<file path="src/rtl/supsv_pkg.sv">
package supsv_pkg;
  localparam int unsigned ADDR_W  = 8;
  localparam int unsigned DATA_W  = 8;
  localparam int unsigned NUM_MON = 7;
  localparam int unsigned NUM_SUP = 6;
  localparam int unsigned OVR_BIT = 7;

  localparam logic [ADDR_W-1:0] A_CTRL   = 8'h02;
  localparam logic [ADDR_W-1:0] A_SUPPLY = 8'h04;
  localparam logic [ADDR_W-1:0] A_MON    = 8'h05;
  localparam logic [ADDR_W-1:0] A_FAULT  = 8'h07;

  typedef enum logic [1:0] {
    SEL_NONE, SEL_CTRL, SEL_SUPPLY
  } wsel_e;
endpackage

</file>
<file path="src/rtl/supsv_sync.sv">
module supsv_sync #(
  parameter int unsigned W = 7,
  parameter int unsigned STAGES = 2
) (
  input  logic         clk,
  input  logic         rst_n,
  input  logic [W-1:0] d,
  output logic [W-1:0] q
);
  logic [W-1:0] stage_q [STAGES];

  generate
    for (genvar s = 0; s < STAGES; s++) begin : g_stage
      if (s == 0) begin : g_first
        always_ff @(posedge clk or negedge rst_n) begin
          if (!rst_n) stage_q[s] <= '0;
          else        stage_q[s] <= d;
        end
      end else begin : g_rest
        always_ff @(posedge clk or negedge rst_n) begin
          if (!rst_n) stage_q[s] <= '0;
          else        stage_q[s] <= stage_q[s-1];
        end
      end
    end
  endgenerate

  assign q = stage_q[STAGES-1];
endmodule

</file>
<file path="src/rtl/supsv_core.sv">
module supsv_core
  import supsv_pkg::*;
#(
  parameter int unsigned NM = NUM_MON,
  parameter int unsigned NS = NUM_SUP,
  parameter int unsigned DW = DATA_W
) (
  input  logic          clk,
  input  logic          rst_n,
  input  logic [NM-1:0] mon_s,
  input  wsel_e         wsel,
  input  logic [DW-1:0] wdata,
  output logic          override,
  output logic          trip,
  output logic          captured,
  output logic [NS-1:0] sup_q,
  output logic [NM-1:0] fault_q
);
  logic [NM-1:0] low_vec;

  assign low_vec = ~mon_s;
  assign trip    = !override && (|low_vec);

  // override bit: always writable, resets to disarmed
  always_ff @(posedge clk or negedge rst_n) begin
    if (!rst_n)                 override <= 1'b1;
    else if (wsel == SEL_CTRL)  override <= wdata[OVR_BIT];
  end

  // supply enables: shutdown wins, writes only when override is set
  always_ff @(posedge clk or negedge rst_n) begin
    if (!rst_n)
      sup_q <= '0;
    else if (trip)
      sup_q <= '0;
    else if (override && wsel == SEL_SUPPLY)
      sup_q <= wdata[NS-1:0];
  end

  // first-fault capture; rearmed only by a pass through override
  always_ff @(posedge clk or negedge rst_n) begin
    if (!rst_n) begin
      captured <= 1'b0;
      fault_q  <= '0;
    end else if (override) begin
      captured <= 1'b0;
    end else if (trip && !captured) begin
      captured <= 1'b1;
      fault_q  <= low_vec;
    end
  end
endmodule

</file>
<file path="src/rtl/supsv_regport.sv">
module supsv_regport
  import supsv_pkg::*;
#(
  parameter int unsigned AW = ADDR_W,
  parameter int unsigned DW = DATA_W,
  parameter int unsigned NM = NUM_MON,
  parameter int unsigned NS = NUM_SUP
) (
  input  logic          clk,
  input  logic          rst_n,
  input  logic          req_valid,
  output logic          req_ready,
  input  logic          req_write,
  input  logic [AW-1:0] req_addr,
  input  logic [DW-1:0] req_wdata,
  output logic          rsp_valid,
  input  logic          rsp_ready,
  output logic [DW-1:0] rsp_data,
  input  logic          override,
  input  logic [NS-1:0] sup_q,
  input  logic [NM-1:0] mon_s,
  input  logic [NM-1:0] fault_q,
  output wsel_e         wsel,
  output logic [DW-1:0] wdata
);
  logic          fire;
  logic [DW-1:0] rd_mux;

  assign req_ready = !rsp_valid || rsp_ready;
  assign fire      = req_valid && req_ready;
  assign wdata     = req_wdata;

  always_comb begin
    wsel = SEL_NONE;
    if (fire && req_write) begin
      unique case (req_addr)
        A_CTRL:   wsel = SEL_CTRL;
        A_SUPPLY: wsel = SEL_SUPPLY;
        default:  wsel = SEL_NONE;
      endcase
    end
  end

  always_comb begin
    rd_mux = '0;
    unique case (req_addr)
      A_CTRL:   rd_mux[OVR_BIT]  = override;
      A_SUPPLY: rd_mux[NS-1:0]   = sup_q;
      A_MON:    rd_mux[NM-1:0]   = mon_s;
      A_FAULT:  rd_mux[NM-1:0]   = fault_q;
      default:  rd_mux = '0;
    endcase
  end

  always_ff @(posedge clk or negedge rst_n) begin
    if (!rst_n) begin
      rsp_valid <= 1'b0;
      rsp_data  <= '0;
    end else if (fire && !req_write) begin
      rsp_valid <= 1'b1;
      rsp_data  <= rd_mux;
    end else if (rsp_ready) begin
      rsp_valid <= 1'b0;
    end
  end
endmodule

</file>
<file path="src/rtl/supply_supervisor.sv">
module supply_supervisor
  import supsv_pkg::*;
(
  input  logic               clk,
  input  logic               rst_n,
  input  logic [NUM_MON-1:0] mon_ok,
  input  logic               req_valid,
  output logic               req_ready,
  input  logic               req_write,
  input  logic [ADDR_W-1:0]  req_addr,
  input  logic [DATA_W-1:0]  req_wdata,
  output logic               rsp_valid,
  input  logic               rsp_ready,
  output logic [DATA_W-1:0]  rsp_data,
  output logic [NUM_SUP-1:0] supply_en,
  output logic               prot_armed
);
  logic [NUM_MON-1:0] mon_s;
  logic [NUM_MON-1:0] fault_q;
  logic [NUM_SUP-1:0] sup_q;
  logic               override;
  logic               trip;
  logic               captured;
  wsel_e              wsel;
  logic [DATA_W-1:0]  wdata;

  supsv_sync #(.W(NUM_MON), .STAGES(2)) u_sync (
    .clk(clk), .rst_n(rst_n), .d(mon_ok), .q(mon_s)
  );

  supsv_core u_core (
    .clk(clk), .rst_n(rst_n), .mon_s(mon_s), .wsel(wsel), .wdata(wdata),
    .override(override), .trip(trip), .captured(captured),
    .sup_q(sup_q), .fault_q(fault_q)
  );

  supsv_regport u_port (
    .clk(clk), .rst_n(rst_n),
    .req_valid(req_valid), .req_ready(req_ready), .req_write(req_write),
    .req_addr(req_addr), .req_wdata(req_wdata),
    .rsp_valid(rsp_valid), .rsp_ready(rsp_ready), .rsp_data(rsp_data),
    .override(override), .sup_q(sup_q), .mon_s(mon_s), .fault_q(fault_q),
    .wsel(wsel), .wdata(wdata)
  );

  assign supply_en  = sup_q;
  assign prot_armed = !override;
endmodule

</file>
<file path="config.mk">
export PLATFORM = sky130hd
export DESIGN_NAME = supply_supervisor
export DESIGN_NICKNAME = d
export VERILOG_FILES = /design/src/rtl/supsv_pkg.sv /design/src/rtl/supsv_sync.sv /design/src/rtl/supsv_core.sv /design/src/rtl/supsv_regport.sv /design/src/rtl/supply_supervisor.sv
export SDC_FILE = /design/constraint.sdc
export NUM_CORES = 1
export LEC_CHECK = 0
export ABC_AREA = 1
export ABC_CLOCK_PERIOD_IN_PS = 1300
export BUFFER_PORTS_ARGS = -buffer_cell sky130_fd_sc_hd__buf_4
export CORE_UTILIZATION = 35
export DETAILED_ROUTE_END_ITERATION = 10
export HOLD_SLACK_MARGIN = 0.15
export PLACE_DENSITY = 0.6
export SLEW_MARGIN = 20
export SYNTH_ARGS = -nofsm -noshare
export SYNTH_HDL_FRONTEND = slang
export SYNTH_SLANG_ARGS = --single-unit
</file>
<file path="constraint.sdc">
create_clock -name clk -period 1.3 [get_ports clk]
set_input_delay 0.13 -clock clk [delete_from_list [all_inputs] [get_ports clk]]
set_output_delay 0.13 -clock clk [all_outputs]
set_load 0.01 [all_outputs]
</file>
==> results by stage, run 1 <==
Setup path:
- The start-to-end type of the worst setup path is reg2out.
- The master of the slowest instance on the critical path is sky130_fd_sc_hd__dfstp_2.
- Grouping stages by cell kind, the critical path spends the most delay in flip-flops.
- Data arrives at the worst endpoint at roughly 1200 ps.
- The number of buffers and inverters on the critical path is 3.
- The cell that appears most often on the critical path is sky130_fd_sc_hd__buf_6.
- The startpoint of the worst register-to-register path is u_core.override$_DFFE_PN1N_.
- The slack of the worst reg-to-reg path is -10 ps.
- The number of cells on the worst reg-to-reg path is 6.
- STA classifies the critical path endpoint as a primary output.
- In this run the critical register-to-register path is captured at u_core.sup_q[1]$_DFFE_PN0P_.
- On the worst path, the slowest cell contributes a delay of approximately 560 ps.
- Data on the critical path is required at its endpoint by roughly 1200 ps.
- In this run the worst path has a maximum fanout of 2.
- The type of element launching the critical path is a flip-flop.
- The critical path goes through clkinvlp_4, buf_6, buf_6.

Clocking:
- The tree is rooted in a sky130_fd_sc_hd__clkbuf_8.
- The clock-pin slew on the worst setup and hold paths is roughly 70 ps.
- The clock latency of the later-clocked register in the worst-skew pair is around 280 ps.
- The clock drives 38 sinks.
- The number of buffers created by CTS is 5.
- The H-tree depth reported by CTS is 2.
- The CTS tree is yes.
- The largest buffer count on any clock path is 2.

Drt:
- The iteration-0 DRC count of the detailed router is 73.
- The count of TritonRoute iterations in the first routing pass is 4.
- The detail route stage leaves a number of antenna-violating nets equal to 0.
- The residual DRC count is 0.
- In the final routed layout, each cell accounts on average for 12.3 microns.
- Detailed routing inserted a total of approximately 1400 vias.
- The via density per instance is 4.67.
- Summed over all layers, the routed wires come to 3790 microns.

Synthesis:
- In this run the mean area of a mapped cell was just over 9 sq um.
- The async set or reset register ratio after synthesis is 1.00.
- Of the synthesized area, sequential elements account for 0.564.
- The synthesized flop and latch total is 38.
- The most area-hungry cell type in the Yosys netlist is sky130_fd_sc_hd__dfrtp_1.
- Yosys mapped a number of flops with a built-in enable equal to 0.
- Of the post-synthesis cell area, the dominant cell type holds 0.548.
- Yosys instantiated no cell more often than sky130_fd_sc_hd__nand2_1.
- Sorting the synthesized cells by area gives the leading types as sky130_fd_sc_hd__dfrtp_1 (55%), sky130_fd_sc_hd__nand3_1 (12%), sky130_fd_sc_hd__nand2_1 (12%).
- The total number of yosys warnings is 0.
- The number of nets produced by synthesis is 210.
- In the synthesized netlist, the cells that appear most often are sky130_fd_sc_hd__nand2_1 (53), sky130_fd_sc_hd__nand3_1 (40), sky130_fd_sc_hd__dfrtp_1 (37).
- The netlist area before placement is approximately 1700 sq um.
- In the synthesized netlist, the number of instances is about 180.
- The most used flip-flop cell after synthesis is sky130_fd_sc_hd__dfrtp_1.
- The netlist uses 23 different library cells.

Timing:
- In this run the tightest slew margin relative to its limit is 0.685.
- The final worst hold slack is 170 ps.
- Setup repair after global routing could not meet its margin everywhere.
- Based on the critical path, the design can be clocked at up to between 700 and 800 MHz.
- The shortest clock period the worst path allows after layout is around 1300 ps.
- The number of max-slew violations in the final report is 0.
- At the pin with the least slew margin, the transition time is ~470 ps.
- The share of the clock period used by the worst path is 1.01.
- The worst-case setup margin in the final layout is -18.4 ps.
- The count of final hold-check violations came to 0.
- The final count of negative-setup-slack endpoints is 4.
- For the final routed database, the setup TNS stands at -40.3 ps.
- The final clock skew is 3.21 ps.

GRT:
- The first global-routing pass estimated slightly above 6000 microns of wire.
- Entering global routing, the biggest net connects 39 pins.
- The via count of the first global-routing pass is approximately 1300.
- The initial antenna violation count is 0.
- In the global route stage, overall resource usage came out at 0.158.
- The overall overflow remaining after global route is 0.

Placement:
- The placed instances occupy a cell area of between 2000 and 2500 sq um.
- The weighted congestion reported at the end of routability-driven placement is around 0.85.
- The HPWL reported at the end of detailed placement is 2580 microns.
- During placement, the flow inserted port buffers numbering 43.
- The total instance count after detailed placement is between 200 and 300.

Power and ir drop:
- After layout, the design draws a total of 2.93 mW.
- IR analysis of the VDD net gives a maximum drop of between 0.9 and 1 mV.
- The leakage power of the design is around 1.3 nW.
- The total power density per cell area is between 1000 and 1500 nW/um^2.

Cells and area:
- In the final layout, the share of cells above drive strength 1 is 0.329.
- Compared with the post-synthesis result, the final layout area differs by 45.8%.
- The non-filler instance count after layout is between 300 and 400.
- The number of nets in the layout is about 280.
- Summing all multi-input logic gate instances after layout gives roughly 650 sq um.
- The post-route standard cell area excluding fillers is 2460 sq um.
- The number of antenna diodes in the final layout is 0.
- The area taken by flip-flops and latches is between 900 and 1000 sq um.
- The final-layout fill cell count is around 430.

Floorplanning:
- Measured along the y axis, the die boundary spans ~71 microns.
- The die footprint is approximately 5000 sq um.
- The number of top-level pins is 45.
- The initial standard-cell utilization of the core is 0.375.
- The floorplan has 24 rows.
- The width of the chip is between 70 and 80 microns.
- The region available for standard cell placement spans approximately 4500 sq um.

Worst hold path:
- The launch point of the worst hold path is rsp_ready.
- The worst hold path class is in2reg.
- The sink of the worst hold path is u_port.rsp_valid$_DFFE_PN0P_.
- The cell count of the worst hold path is 4.

Run status:
- The flow ran to the end, but the final reports show violations.
- The final reports fail on negative setup slack.

Flow run:
- The tool flagged a number of max-cap violations equal to 0.
## worst reg2reg max path, delay by kind of cell (launching register included)
kind	cells	cell delay, ps
flops	1	560
simple gates	4	390
buf+inv	2	240
## cells by family after synthesis
kind of cell,after synthesis,share of synthesized area
compound gates,2,0.00593
buf+inv,23,0.0630
flops,38,0.564
simple gates,119,0.367
## layout by cell type, fill, tap and decap left out
cell,synthesis,layout
sky130_fd_sc_hd__and2_4,1,1
sky130_fd_sc_hd__buf_12,0,1
sky130_fd_sc_hd__buf_4,0,49
sky130_fd_sc_hd__buf_6,1,3
sky130_fd_sc_hd__bufinv_16,0,2
sky130_fd_sc_hd__clkbuf_8,1,6
sky130_fd_sc_hd__clkinv_1,1,1
sky130_fd_sc_hd__clkinvlp_4,0,1
sky130_fd_sc_hd__dfrtp_1,37,37
sky130_fd_sc_hd__dfstp_2,1,1
sky130_fd_sc_hd__dlygate4sd3_1,0,16
sky130_fd_sc_hd__inv_1,15,14
sky130_fd_sc_hd__inv_2,3,3
sky130_fd_sc_hd__nand2_1,53,53
sky130_fd_sc_hd__nand2_2,3,2
sky130_fd_sc_hd__nand2_4,1,2
sky130_fd_sc_hd__nand2_8,1,1
sky130_fd_sc_hd__nand3_1,40,38
sky130_fd_sc_hd__nand3_2,2,4
sky130_fd_sc_hd__nand4_1,7,7
sky130_fd_sc_hd__nor2_1,2,2
sky130_fd_sc_hd__nor2_2,2,2
sky130_fd_sc_hd__nor2_4,3,3
sky130_fd_sc_hd__nor2_8,1,1
sky130_fd_sc_hd__nor3_1,1,1
sky130_fd_sc_hd__nor3_2,2,2
sky130_fd_sc_hd__o21ai_0,2,2
## layout make-up
class	count	area share
flip-flops and latches	38	0.387
multi-input cells	121	0.262
repair buffers	69	0.236
clock buffers	6	0.0335
inverters	19	0.0305
well taps	52	0.0264
clock inverters	2	0.0244
## per-stage QoR
stage	worst slack (ps)	utilization
final	-18.4	0.547
after CTS	-11.0	0.536
after detailed placement	78.2	0.462
after floorplan	134	-
after global placement	85.8	0.462
after global routing	-73.7	0.547
## worst max path at each step
stage,startpoint,end,slack [ps],depth (start not counted)
CTS,u_core.override$_DFFE_PN1N_,prot_armed,-10,3
global route,u_core.override$_DFFE_PN1N_,u_core.sup_q[1]$_DFFE_PN0P_,-70,6
global placement,u_core.override$_DFFE_PN1N_,u_core.sup_q[4]$_DFFE_PN0P_,90,5
finish,u_core.override$_DFFE_PN1N_,prot_armed,-20,3
floorplan,u_port.rsp_valid$_DFFE_PN0P_,u_port.rsp_data[7]$_DFFE_PN0P_,130,6
detailed placement,req_addr[6],u_core.sup_q[1]$_DFFE_PN0P_,80,8
## timing repair
action | in CTS | in global routing
endpoints found under the setup margin | 1 | 11
hold endpoints to repair | 54 | 0
hold buffers | 16 | 0
pin swaps | 1 | 3
gates resized for setup | 3 | 4
buffers inserted | 3 | 2
## state kept, by name, indices dropped and copies added (netlist names)
signal	cells
u_sync.stage_q	7
u_sync.q	7
u_core.override	1
u_port.rsp_data	8
u_core.sup_q	6
u_port.rsp_valid	1
u_core.captured	1
u_core.fault_q	7
## where the power goes
group          leakage (nW)  switching, mW  internal [mW]
logic                 0.739          0.176          0.176
clock network        0.0714          0.409          0.818
registers             0.485         0.0578           1.30
## metal layers
metal  GRT usage  vias up  part of all wire
met2       0.251       34              0.47
met3      0.0436        2             0.041
met4      0.0458        0            0.0045
met1       0.215      662              0.48
met5           0        -                 0
li1            -      736                 -
Power figures use the tool's default switching activity.
==> inputs of run 2 (changes only) <==
--- a/config.mk
+++ b/config.mk
@@ -6,7 +6,7 @@
 export NUM_CORES = 1
 export LEC_CHECK = 0
 export ABC_AREA = 1
-export ABC_CLOCK_PERIOD_IN_PS = 1300
+export ABC_CLOCK_PERIOD_IN_PS = 1400
 export BUFFER_PORTS_ARGS = -buffer_cell sky130_fd_sc_hd__buf_4
 export CORE_UTILIZATION = 35
 export DETAILED_ROUTE_END_ITERATION = 10
==> constraint.sdc (replaced) <==
create_clock -name clk -period 1.4 [get_ports clk]
set_input_delay 0.14 -clock clk [delete_from_list [all_inputs] [get_ports clk]]
set_output_delay 0.14 -clock clk [all_outputs]
set_load 0.01 [all_outputs]
==> results by stage, run 2 (synthesis gave the netlist of run 1 again) <==
Timing:
- The summed negative setup slack over all endpoints was 0 ps (was -40.3 ps).
- The final count of negative-setup-slack endpoints is 0 (was 4).
- The relative slew slack is 0.691 (was 0.685).
- Dividing the final minimum period by the clock period gives 0.963.
- Derived from the worst setup path, the maximum achievable clock frequency is approximately 740 MHz.
- The number of max-slew violations in the final report is 0 (unchanged).
- The count of final hold-check violations is 0 (unchanged).
- The slew at the pin closest to its max-slew limit came to 464 ps (was 473 ps).
- The final clock skew is 8.37 ps (was 3.21 ps).
- The smallest clock period supported by the final layout is computed as 1350 ps.
- The worst-case setup margin in the final layout is 52.0 ps (was -18.4 ps).
- Unrepaired setup endpoints after global routing: false (was true).

Placement:
- The weighted congestion reported at the end of routability-driven placement was 0.791 (was 0.852).
- The count of input and output buffers is 43 (unchanged).
- The HPWL reported at the end of detailed placement came to 2470 microns (was 2580 microns).
- The worst setup slack before clock tree synthesis is 144 ps (was 78.2 ps).
- The total instance count after detailed placement is 275 (was 278).
- The instance area after placement is 2060 sq um (was 2080 sq um).

GRT:
- The pin count of the biggest net entering global routing came to 39 (unchanged).
- The global-route usage over all layers is 0.156 (was 0.158).
- The overall overflow remaining after global route is 0 (unchanged).
- The via count of the first global-routing pass was 1398 (was 1349).
- The initial antenna violation count is 0 (unchanged).
- The first-pass GRT wire length was 6130 microns (was 6160 microns).

Clocking:
- The TritonCTS sink count is 38 (unchanged).
- The largest buffer count on any clock path came to 2 (unchanged).
- The cell chosen for the clock root is sky130_fd_sc_hd__clkbuf_8 (unchanged).
- The H-tree depth reported by CTS was 2 (unchanged).
- The number of buffers created by CTS was 5 (unchanged).
- The CTS tree is yes (unchanged).
- The clock-pin slew on the worst setup and hold paths is 80 ps (was 70 ps).
- The clock latency of the later-clocked register in the worst-skew pair is 290 ps (was 280 ps).

Cells and area:
- The number of nets in the layout is 277 (was 282).
- The register with the highest flop count is u_port.rsp_data (unchanged).
- The non-filler instance count after layout is 302 (was 307).
- The flip-flop count of the largest register after layout is 8 (unchanged).
- Top library cells by usage in the layout, fill and taps aside: sky130_fd_sc_hd__nand2_1 (53), sky130_fd_sc_hd__buf_4 (46), sky130_fd_sc_hd__nand3_1 (40) (was sky130_fd_sc_hd__nand2_1 (53), sky130_fd_sc_hd__buf_4 (49), sky130_fd_sc_hd__nand3_1 (38)).
- The diode insertion count for antenna repair is 0 (unchanged).
- The area taken by flip-flops and latches came to 952 sq um (unchanged).
- The ratio of cells with drive above 1 in the final layout is 0.308 (was 0.329).
- The leading cell type in the layout, fill and taps excluded is sky130_fd_sc_hd__nand2_1 (unchanged).
- The area of the multi-input gates was 631 sq um (was 646 sq um).
- The synthesis-to-layout area growth is 41.6% (was 45.8%).
- The final-layout fill cell count came to 431 (was 433).
- The post-route standard cell area excluding fillers is 2390 sq um (was 2460 sq um).

Floorplanning:
- The die footprint is 5110 sq um (unchanged).
- The placeable core region is 4500 sq um (unchanged).
- The number of top-level pins is 45 (unchanged).
- The width of the chip came to 71.5 microns (unchanged).
- The height of the die is 71.5 microns (unchanged).
- The floorplan row count was 24 (unchanged).
- The initial standard-cell utilization of the core came to 0.375 (unchanged).

Power and ir drop:
- The worst supply voltage drop on vdd is 0.727 mV (was 0.983 mV).
- The leakage power of the design came to 1.25 nW (was 1.30 nW).
- The total power of the final layout is 2.68 mW (was 2.93 mW).
- The total power density per cell area is 1120 nW/um^2 (was 1190 nW/um^2).

Drt:
- The average wire length per cell after detail routing was 12.0 microns (was 12.3 microns).
- The total via count after detailed routing came to 1403 (was 1434).
- The count of TritonRoute iterations in the first routing pass was 4 (unchanged).
- The via density per instance is 4.65 (was 4.67).
- The total wire length was 3610 microns (was 3790 microns).
- The iteration-0 DRC count of the detailed router is 22 (was 73).
- The post-detailed-route count of antenna-violating nets is 0 (unchanged).
- The residual DRC count is 0 (unchanged).

Setup path:
- The critical-path maximum fanout was 7 (was 2).
- The required time of the critical path is 1260 ps (was 1170 ps).
- The type of element capturing the critical path was a primary output (unchanged).
- The arrival time at the worst endpoint is 1210 ps (was 1190 ps).
- The type of element launching the critical path is a flip-flop (unchanged).
- The start-to-end type of the worst setup path was reg2out (unchanged).

Worst hold path:
- The worst hold path class is in2reg (unchanged).

Flow run:
- The number of maximum-capacitance constraint violations was 0 (unchanged).

Run status:
- Outcome: complete, no violations (was complete, but fails checks).
run 2: cell count changes in the layout (fill, tap and decap cells not counted), moves of 2 or more:
cell                      change
sky130_fd_sc_hd__buf_4        -3
sky130_fd_sc_hd__buf_6        -2
sky130_fd_sc_hd__nand3_1      +2
sky130_fd_sc_hd__nand3_2      -2
run 2: final timing paths:
path / startpoint / endpoint / slack (ps) / cells past startpoint
max reg2reg: u_core.override$_DFFE_PN1N_ / u_core.sup_q[4]$_DFFE_PN0P_ / 100 / 6
min reg2reg: u_sync.stage_q[12]$_DFF_PN0_ / u_sync.q[5]$_DFF_PN0_ / 350 / 0
min in group asynchronous: rst_n / u_core.fault_q[1]$_DFFE_PN0P_ / 340 / 2
max in group asynchronous: rst_n / u_core.override$_DFFE_PN1N_ / 720 / 2
max: u_core.override$_DFFE_PN1N_ / prot_armed / 50 / 3
min: rsp_ready / u_port.rsp_valid$_DFFE_PN0P_ / 170 / 4
run 2: layer usage:
layer | vias to the layer above | GRT usage | part of all wire
met4 | 0 | 0.0414 | 0.0078
met3 | 4 | 0.0394 | 0.042
met1 | 638 | 0.207 | 0.48
met5 | - | 0 | 0
met2 | 35 | 0.256 | 0.47
li1 | 726 | - | -
run 2: critical path, cell delays in order (launching register included):
cell and delay (ps):
sky130_fd_sc_hd__dfstp_2 570, sky130_fd_sc_hd__clkinvlp_4 100, sky130_fd_sc_hd__buf_8 140, sky130_fd_sc_hd__buf_6 110
run 2: cell type report:
class                   count  area share
flip-flops and latches     38       0.398
multi-input cells         121       0.264
repair buffers             64       0.222
inverters                  19      0.0314
clock buffers               5      0.0288
clock inverters             3      0.0288
well taps                  52      0.0272
run 2: what timing repair did:
| action | in CTS | in global routing |
|---|---|---|
| resized for setup | 2 | 2 |
| hold buffers | 16 | 0 |
| pin swaps | 0 | 1 |
| setup endpoints to repair | 1 | 2 |
| buffers inserted | 2 | 1 |
| endpoints found under the hold margin | 56 | 0 |
run 2: per-stage QoR:
step                      hold WS [ps]   util
after floorplan                   -156      -
after global placement             131  0.457
after detailed placement           136  0.457
after CTS                          172  0.528
after global routing               184  0.531
final                              170  0.531
run 2: power breakdown:
| part | switching, mW | internal, mW | leakage (nW) | total [mW] |
|---|---|---|---|---|
| Sequential | 0.0562 | 1.20 | 0.485 | 1.26 |
| Clock | 0.396 | 0.714 | 0.0683 | 1.11 |
| Combinational | 0.158 | 0.152 | 0.695 | 0.310 |
